**config.mk**
```make
export PLATFORM = sky130hd
export DESIGN_NAME = sec_alarm_counter
export DESIGN_NICKNAME = d
export VERILOG_FILES = /design/src/rtl/sec_alarm_pkg.sv /design/src/rtl/sac_tick_sync.sv /design/src/rtl/sac_count_core.sv /design/src/rtl/sac_irq_ctrl.sv /design/src/rtl/sac_reg_bank.sv /design/src/rtl/sec_alarm_counter.sv
export SDC_FILE = /design/constraint.sdc
export NUM_CORES = 1
export LEC_CHECK = 0
export BUFFER_PORTS_ARGS = -buffer_cell sky130_fd_sc_hd__buf_2
export CAP_MARGIN = 40
export CORE_MARGIN = 4
export CORE_UTILIZATION = 30
export CTS_BUF_LIST = sky130_fd_sc_hd__clkbuf_4 sky130_fd_sc_hd__clkbuf_8
export DETAILED_ROUTE_END_ITERATION = 10
export PLACE_DENSITY = 0.56
export SETUP_SLACK_MARGIN = 0.1
export SLEW_MARGIN = 0
export SYNTH_ARGS = -nofsm -noshare
export SYNTH_HDL_FRONTEND = slang
export SYNTH_HIERARCHICAL = 1
export SYNTH_SLANG_ARGS = --single-unit
```
**constraint.sdc**
```tcl
create_clock -name clk -period 3.9 [get_ports clk]
set_clock_uncertainty 0.2 [all_clocks]
set_input_delay 0 -clock clk [delete_from_list [all_inputs] [get_ports clk]]
set_output_delay 0 -clock clk [all_outputs]
set_load 0.02 [all_outputs]
```
**src/rtl/sec_alarm_pkg.sv**
```systemverilog
package sec_alarm_pkg;
  localparam int ADDR_W = 3;
  localparam logic [ADDR_W-1:0] A_COUNT = 3'd0;
  localparam logic [ADDR_W-1:0] A_LOAD  = 3'd1;
  localparam logic [ADDR_W-1:0] A_MATCH = 3'd2;
  localparam logic [ADDR_W-1:0] A_CTRL  = 3'd3;
  localparam logic [ADDR_W-1:0] A_MASK  = 3'd4;
  localparam logic [ADDR_W-1:0] A_RAW   = 3'd5;
  localparam logic [ADDR_W-1:0] A_CLEAR = 3'd6;
  localparam logic [ADDR_W-1:0] A_SWRST = 3'd7;
endpackage

```
**src/rtl/sac_tick_sync.sv**
```systemverilog
module sac_tick_sync #(
  parameter int STAGES = 2
) (
  input  logic clk,
  input  logic rst,
  input  logic clr,
  input  logic tick_i,
  output logic adv_o
);
  logic [STAGES-1:0] chain_q;
  logic              last_q;

  generate
    for (genvar g = 0; g < STAGES; g++) begin : g_stage
      if (g == 0) begin : g_first
        always_ff @(posedge clk) begin
          if (rst || clr) chain_q[g] <= 1'b0;
          else            chain_q[g] <= tick_i;
        end
      end else begin : g_next
        always_ff @(posedge clk) begin
          if (rst || clr) chain_q[g] <= 1'b0;
          else            chain_q[g] <= chain_q[g-1];
        end
      end
    end
  endgenerate

  always_ff @(posedge clk) begin
    if (rst || clr) last_q <= 1'b0;
    else            last_q <= chain_q[STAGES-1];
  end

  assign adv_o = chain_q[STAGES-1] & ~last_q;

  // one advance pulse per tick edge
  p_single_pulse_r2: assert property (@(posedge clk) disable iff (rst)
    (adv_o && !clr) |=> !adv_o);
endmodule

```
**src/rtl/sac_count_core.sv**
```systemverilog
module sac_count_core #(
  parameter int W = 32
) (
  input  logic         clk,
  input  logic         rst,
  input  logic         clr,
  input  logic         adv_i,
  input  logic         en_i,
  input  logic         load_wr_i,
  input  logic [W-1:0] load_val_i,
  output logic [W-1:0] count_o
);
  logic [W-1:0] count_q;
  logic         pend_q;
  logic         step;

  assign step = adv_i & en_i;

  always_ff @(posedge clk) begin
    if (rst || clr) begin
      count_q <= '0;
    end else if (step) begin
      if (pend_q) count_q <= load_val_i;
      else        count_q <= count_q + 1'b1;
    end
  end

  always_ff @(posedge clk) begin
    if (rst || clr)   pend_q <= 1'b0;
    else if (load_wr_i) pend_q <= 1'b1;
    else if (step)    pend_q <= 1'b0;
  end

  assign count_o = count_q;

  // count holds without an enabled advance
  p_hold_r2: assert property (@(posedge clk) disable iff (rst)
    (!step && !clr) |=> $stable(count_q));
  // increment wraps modulo 2^W
  p_inc_r2: assert property (@(posedge clk) disable iff (rst)
    (step && !pend_q && !clr) |=> count_q == W'($past(count_q) + 1'b1));
  // pending load replaces the increment
  p_load_r3: assert property (@(posedge clk) disable iff (rst)
    (step && pend_q && !clr) |=> count_q == $past(load_val_i));
  // pending survives disabled edges
  p_pend_keep_r3: assert property (@(posedge clk) disable iff (rst)
    (pend_q && !step && !clr) |=> pend_q);
endmodule

```
**src/rtl/sac_irq_ctrl.sv**
```systemverilog
module sac_irq_ctrl #(
  parameter int W = 32
) (
  input  logic         clk,
  input  logic         rst,
  input  logic         clr,
  input  logic [W-1:0] count_i,
  input  logic [W-1:0] match_i,
  input  logic         clear_req_i,
  input  logic         mask_i,
  output logic         raw_o,
  output logic         irq_o
);
  logic hit;
  logic sticky_q;

  assign hit = (count_i == match_i);

  always_ff @(posedge clk) begin
    if (rst || clr)       sticky_q <= 1'b0;
    else if (hit)         sticky_q <= 1'b1;
    else if (clear_req_i) sticky_q <= 1'b0;
  end

  assign raw_o = sticky_q | hit;
  assign irq_o = raw_o & mask_i;

  // equality latches into the sticky state
  p_sticky_r4: assert property (@(posedge clk) disable iff (rst)
    (hit && !clr) |=> sticky_q);
  // clear away from a match drops the state
  p_clear_r5: assert property (@(posedge clk) disable iff (rst)
    (clear_req_i && !hit && !clr) |=> !sticky_q);
  // interrupt only with raw status
  p_irq_raw_r7: assert property (@(posedge clk) disable iff (rst)
    irq_o |-> raw_o);
endmodule

```
**src/rtl/sac_reg_bank.sv**
```systemverilog
module sac_reg_bank
  import sec_alarm_pkg::*;
#(
  parameter int W = 32
) (
  input  logic              clk,
  input  logic              rst,
  input  logic [ADDR_W-1:0] addr_i,
  input  logic              wr_i,
  input  logic [W-1:0]      wdata_i,
  input  logic [W-1:0]      count_i,
  input  logic              raw_i,
  output logic [W-1:0]      rdata_o,
  output logic              en_o,
  output logic              mask_o,
  output logic [W-1:0]      match_o,
  output logic [W-1:0]      load_o,
  output logic              load_wr_o,
  output logic              clear_req_o,
  output logic              sw_clr_o
);
  logic [W-1:0] load_q;
  logic [W-1:0] match_q;
  logic         en_q;
  logic         mask_q;

  assign sw_clr_o    = wr_i && (addr_i == A_SWRST) && wdata_i[0];
  assign clear_req_o = wr_i && (addr_i == A_CLEAR) && wdata_i[0];
  assign load_wr_o   = wr_i && (addr_i == A_LOAD);

  always_ff @(posedge clk) begin
    if (rst || sw_clr_o) begin
      load_q  <= '0;
      match_q <= '0;
      en_q    <= 1'b0;
      mask_q  <= 1'b0;
    end else if (wr_i) begin
      case (addr_i)
        A_LOAD:  load_q  <= wdata_i;
        A_MATCH: match_q <= wdata_i;
        A_CTRL:  en_q    <= wdata_i[0];
        A_MASK:  mask_q  <= wdata_i[0];
        default: ;
      endcase
    end
  end

  always_comb begin
    rdata_o = '0;
    case (addr_i)
      A_COUNT: rdata_o = count_i;
      A_LOAD:  rdata_o = load_q;
      A_MATCH: rdata_o = match_q;
      A_CTRL:  rdata_o[0] = en_q;
      A_MASK:  rdata_o[0] = mask_q;
      A_RAW:   rdata_o[0] = raw_i;
      default: rdata_o = '0;
    endcase
  end

  assign en_o    = en_q;
  assign mask_o  = mask_q;
  assign match_o = match_q;
  assign load_o  = load_q;

  // software reset clears control state
  p_swrst_r8: assert property (@(posedge clk) disable iff (rst)
    sw_clr_o |=> (!en_q && !mask_q && match_q == '0 && load_q == '0));
endmodule

```
**src/rtl/sec_alarm_counter.sv**
```systemverilog
module sec_alarm_counter
  import sec_alarm_pkg::*;
#(
  parameter int CNT_W       = 32,
  parameter int SYNC_STAGES = 2
) (
  input  logic              clk,
  input  logic              rst,
  input  logic              tick_1hz,
  input  logic [ADDR_W-1:0] bus_addr,
  input  logic              bus_wr,
  input  logic [CNT_W-1:0]  bus_wdata,
  output logic [CNT_W-1:0]  bus_rdata,
  output logic              irq
);
  logic             adv;
  logic             en;
  logic             mask;
  logic [CNT_W-1:0] match_val;
  logic [CNT_W-1:0] load_val;
  logic             load_wr;
  logic             clear_req;
  logic             sw_clr;
  logic [CNT_W-1:0] count;
  logic             raw;

  sac_tick_sync #(.STAGES(SYNC_STAGES)) u_sync (
    .clk(clk), .rst(rst), .clr(sw_clr), .tick_i(tick_1hz), .adv_o(adv)
  );

  sac_reg_bank #(.W(CNT_W)) u_regs (
    .clk(clk), .rst(rst), .addr_i(bus_addr), .wr_i(bus_wr),
    .wdata_i(bus_wdata), .count_i(count), .raw_i(raw),
    .rdata_o(bus_rdata), .en_o(en), .mask_o(mask), .match_o(match_val),
    .load_o(load_val), .load_wr_o(load_wr), .clear_req_o(clear_req),
    .sw_clr_o(sw_clr)
  );

  sac_count_core #(.W(CNT_W)) u_core (
    .clk(clk), .rst(rst), .clr(sw_clr), .adv_i(adv), .en_i(en),
    .load_wr_i(load_wr), .load_val_i(load_val), .count_o(count)
  );

  sac_irq_ctrl #(.W(CNT_W)) u_irq (
    .clk(clk), .rst(rst), .clr(sw_clr), .count_i(count),
    .match_i(match_val), .clear_req_i(clear_req), .mask_i(mask),
    .raw_o(raw), .irq_o(irq)
  );

  // count register ignores bus writes
  p_count_ro_r1: assert property (@(posedge clk) disable iff (rst)
    (bus_wr && bus_addr == A_COUNT && !adv) |=> $stable(count));
endmodule

```
Word-level counts from Yosys, hierarchy flattened

Index checks and enable logic that the tools add are counted.

Bits in registers: 103
Bits in latches: 0
Memory bits (writable): 0
Bits in read-only memories: 0
Input port bits: 39
Output and inout port bits: 33
Logic and storage cells: 44
Memories: 0

$add $sub $neg: 1
$mul: 0
Divide/modulo/power cells: 0
$lt $le $gt $ge: 0
Eq/ne operators: 8
Shift-type cells: 0
Multiplexer cells: 7
Bitwise operators: 5
Reductions and logical operators: 13

Operators by type and width:

| operator                                             | number |
|---|---|
| case mux 31 bit (3 select lines)                     | 1 |
| adder 32 x 1 -> 32 bit (second input constant)       | 1 |
| equality test 32 bit                                 | 1 |
| 2-to-1 mux 32 bit                                    | 1 |
| equality test 3 bit (second input constant)          | 4 |
| AND reduction 2 bit                                  | 4 |
| equality test 3 x 2 -> 1 bit (second input constant) | 2 |
| case mux 1 bit (6 select lines)                      | 1 |
| logical AND 1 bit                                    | 5 |
| 2-to-1 mux 1 bit                                     | 4 |
| nonzero test 2 bit                                   | 2 |
| AND 1 bit                                            | 3 |
| equality test 3 x 1 -> 1 bit (second input constant) | 1 |
| zero test 3 bit                                      | 1 |
| logical OR 1 bit                                     | 1 |
| NOT 1 bit                                            | 1 |
| bitwise OR 1 bit                                     | 1 |

Longest topological paths before layout

Depth after elaboration: 5
Mapped depth: 10
Depth with buffers taken out: 7

Modules after synthesis

The synthesis kept the hierarchy.

Modules (own cells, without submodules):

| module         | times used | cells an instance | area each (um2) | sequential area each (um2) |
|---|---|---|---|---|
| sac_reg_bank   | 1          | 413               | 3597.2          | 1321.3 |
| sac_count_core | 1          | 292               | 2167.1          | 660.6 |
| sac_irq_ctrl   | 1          | 49                | 412.9           | 20.0 |
| sac_tick_sync  | 1          | 7                 | 88.8            | 60.1 |

Worst setup path after synthesis

Ideal clock, no wire load.

Path type: flip-flop to flip-flop
Start: register u_core.count_q[0] (netlist: u_core/count_o[0])
End: register u_core.count_q[16] (netlist: u_core/count_o[16])
Setup time: 0.074 ns
Arrival time: 1.763 ns
Data required time: 3.626 ns
Setup slack: 1.863 ns
Stages on the path, launching flop included: 7
Buffers on the path: 0
Period minus slack after synthesis: 2.037 ns
Cell sequence: dfxtp_1 -> ha_1 -> nand2_1 -> nor3_2 -> nand2_1 -> or4_1 -> a31oi_1

Cells in the longest elaborated chain, start to end: 2

Ends and longest elaborated chain:

| what                   | line                 | source |
|---|---|---|
| start, declared        | sac_count_core.sv:13 | `logic [W-1:0] count_q;` |
| start signal, assigned | sac_count_core.sv:23 | `if (pend_q) count_q <= load_val_i;` |
| start signal, assigned | sac_count_core.sv:24 | `else count_q <= count_q + 1'b1;` |
| adder 32 x 1 -> 32 bit | sac_count_core.sv:24 |  |
| 2-to-1 mux 32 bit      | sac_count_core.sv:23 |  |

Every way passes these cells.
A chain may end at the register's enable or synchronous reset.

Final worst setup path

Start: input bus_wr
End: register u_core.count_q[29] (netlist: u_core/count_o[29])

Cells in the longest elaborated chain, start to end: 3

Ends and longest elaborated chain:

| what                            | line                    | source |
|---|---|---|
| start, declared                 | sec_alarm_counter.sv:11 | `input logic bus_wr,` |
| logical AND 1 bit (2 in series) | sac_reg_bank.sv:27      | `assign sw_clr_o = wr_i && (addr_i == A_SWRST) && wdata_i[0];` |
| net sw_clr                      | sec_alarm_counter.sv:23 | `logic sw_clr;` |
| logical OR 1 bit                | sac_count_core.sv:20    | `if (rst \|\| clr) begin` |

The timed path passes the listed nets, and every way through them passes these cells.

==> flow_summary.toml <==
[status]
run_status = "complete, no violations"

[floorplanning]
start_util_pct = 30.8
dieArea_sq_um = 23300
placeableCoreArea_sq_um = 20400
num_rows = 52
die_h_um = 153
boundaryPins = 72
dieWidth_um = 153

[critical_path]
critical_path_peak_fanout = 12
reg2reg_setup_slack_ns = 1.34
crit_path_start_kind = "input port"
reg2reg_depth = 6
r2r-end = "u_core/count_o[16]"
timing.critical_path.to_type = "register"
worst_setup_path_startpoint = "bus_wr"
path_class = "input port to register"
critical_path_required_ns = 4.03
regToRegStartpoint = "u_core/count_o[0]"
critical_path_at_ns = 2.84

[grt]
pin_count_of_the_biggest_net_entering_global_routing = 42
grt_overflow = 0
gr-usage-all-layers_pct = 16.4
first_pass_grt_wire_length_um = 31000
via_count_of_the_first_global_routing_pass = 5561
antenna_violations_before_repair = 0

[synthesis]
number_of_synthesized_register_bits = 103
synth_area_per_cell_sq_um = 8.23
netlist_area_sq_um = 6270
synth-adder-area-share_pct = 0.200
synth_seq_area_share_pct = 32.9
postSynthCellCount = 761
xor_xnor_fraction_of_synth_area_pct = 4.47
yosysTopAreaCellShare_pct = 32.9
ys.flop_type = "sky130_fd_sc_hd__dfxtp_1"
post_synth_mux_area_share_pct = 9.76
yosys-top-cells-area = "sky130_fd_sc_hd__dfxtp_1 33%, sky130_fd_sc_hd__nand2_1 10%, sky130_fd_sc_hd__a21oi_1 5.8%, sky130_fd_sc_hd__mux2_4 5.8%, sky130_fd_sc_hd__a22oi_2 4.8%"
synth.lib_cells_used.distinct = 63
synthArstFlopShare_pct = 0
synthSimpleGateAreaFrac_pct = 25.4
ys.warnings.count = 6
synth-edff-count = 0
synth_fp_nets = 801
synth-compound-area-share_pct = 20.3
main_combinational_cell_family_by_area_after_synthesis = "simple AND/OR/NAND/NOR gates"
synth_top_area_cell = "sky130_fd_sc_hd__dfxtp_1"

[timing]
finalSetupViolCount = 0
slew_viol_final = 0
holdWs_ns = 0.144
worst_slack_ns = 1.19
finalCritPeriodShare_pct = 69.5
slew_headroom_pct = 41.2
max_clock_freq_mhz = 369
final-hold-violation-count = 0
period_needed_ns = 2.71
tightest_slew_ns = 0.882
grt_setup_unrepaired = "no"
fin_tns_setup_ns = 0

[route]
detail_route.wirelength_um = 19500
vias = 5872
postRouteAntennaNets = 0
avgViaCountPerCell = 5.29
drt-pass1-iter-count = 5
drt_drc_violations_left = 0
initialDrtViolationCount = 436
wl_per_cell_um = 17.6

[cts]
clk_root_buffer_cell = "sky130_fd_sc_hd__clkbuf_8"
ctsLongestPathBuffers = 2
tritoncts.num_buffers = 9
clock_latency_ns = 0.39
cts.sinks = 103
cts_tree = "built"
post_cts.resized_instances = 0
postCtsSetupRepairBufs = 0
path_clk_slew_ns = 0.10
cts_max_level = 3

[finish]
final_net_count = 875
fin_util_pct = 35.8
multi_input_logic_area_sq_um = 3780
final_layout_size_suffix_gt1_share_pct = 21.8
area_grow_syn2layout_pct = 16.4
diodes = 0
final.fill_count = 2124
regArea_sq_um = 2060

[place]
place_worst_setup_slack_ns = 1.00
globalplace.congestion = 0.877
numPortBuffers = 71
post_detail_place_hpwl_um = 13700

[min_path]
min_path_type = "input port to register"
timing.hold.worst.start = "bus_addr[1]"
min_delay_path_depth = 4
worstHoldEndpoint = "u_regs/en_o"

[power_and_ir_drop]
peakVddDrop_mv = 0.208
power.leakage_nw = 2.50
p_per_area_nw_per_um2 = 306

[job]
max_cap_violations = 0
==> kinds of logic (layout without fill, tap and decap cells) <==
kind of cell               Yosys count  in the layout
and+or+nand+nor                    336            336
AOI/OAI and AO/OA                  177            177
DFF                                103            103
buffers and inverters               64            143
muxes                               48             48
xor gates and xnor gates            32             32
adders and majority gates            1              1
==> where the power goes <==
part	switching (mW)	internal, mW
combinational	0.182	0.139
clock	0.386	0.384
sequential	0.0520	1.08
total	0.621	1.61
==> layout by cell type, fill, tap and decap left out, drive strengths merged, types with 3 or more instances in the layout <==
cell type and count:
a211oi 4, and3 6, o22ai 6, o21a 3
nor3 14, mux2i 15, nor3b 3, nand3 16
nand2 167, a22oi 42, inv 6, buf 84
a31oi 9, mux2 33, nor2b 5, and4 3
clkbuf 14, a221oi 5, nor4 15, o211ai 3
dlygate4sd3 37, dfxtp 103, or3 5, o21ai 11
nor2 59, or4 9, xnor2 32, a21oi 83
nand4 24
==> critical path, stage by stage <==
cell                            delay, ns
sky130_fd_sc_hd__dlygate4sd3_1       0.53
sky130_fd_sc_hd__buf_2               0.16
sky130_fd_sc_hd__nand4_2             0.15
sky130_fd_sc_hd__nor2_1              0.06
sky130_fd_sc_hd__buf_4               0.15
sky130_fd_sc_hd__nor2_1              0.58
sky130_fd_sc_hd__nand2_1             0.50
sky130_fd_sc_hd__or3_1               0.44
sky130_fd_sc_hd__mux2i_1             0.14
sky130_fd_sc_hd__a221o_1             0.12
==> final cells by class <==
type / instances / area share (%)
tap: 270 / 4.63
clock buffer: 14 / 2.64
clock inverter: 2 / 0.480
sequential: 103 / 28.3
inverter: 6 / 0.343
multi-input combinational: 594 / 51.9
timing repair buffer: 121 / 11.7
==> metrics by stage <==
step                power (mW)  std cells  instance area (sq um)
CTS                       2.25       1110                   7290
global placement          1.45       1056                   6670
detailed placement        1.45       1057                   6690
floorplan                 1.36        761                   6270
global route              2.32       1110                   7290
finish                    2.23       1110                   7290
==> what timing repair did <==
item / CTS / global route
setup endpoints to repair: 0 / 0
hold buffers: 37 / 0
endpoints found under the hold margin: 70 / 0
==> state kept, by name, summed over array words and instances, names as in the netlist <==
signal	flops
u_regs/en_o	1
u_sync/chain_q	2
u_regs/load_o	32
u_regs/match_o	32
u_core/pend_q	1
u_regs/mask_o	1
u_core/count_o	32
u_irq/sticky_q	1
u_sync/last_q	1
==> Yosys cell counts (all sizes together), types with 14 or more instances <==
cell	count
nor4	15
nand3	16
a21oi	83
nor3	14
xnor2	32
mux2	33
mux2i	15
nor2	59
nand4	24
clkbuf	21
nand2	167
buf	37
a22oi	42
dfxtp	103
==> how the worst max path moves through the flow <==
| stage | to | slack, ns | cells past startpoint |
|---|---|---|---|
| finish | u_core/count_o[29] | 1.19 | 10 |
| floorplan | u_core/count_o[16] | 1.86 | 6 |
| CTS | u_core/count_o[26] | 1.24 | 9 |
| detailed placement | u_core/count_o[26] | 1.00 | 8 |
| global route | u_core/count_o[29] | 1.08 | 10 |
| global placement | u_core/count_o[26] | 1.03 | 8 |
==> layer usage <==
layer	wire length (um)	track usage [%]	vias to the layer above
met1	8780	22.3	2781
met2	9150	26.3	187
li1	-	-	2875
met4	586	7.25	0
met3	987	2.13	29
met5	0	0	-
Power figures use the tool's default switching activity.
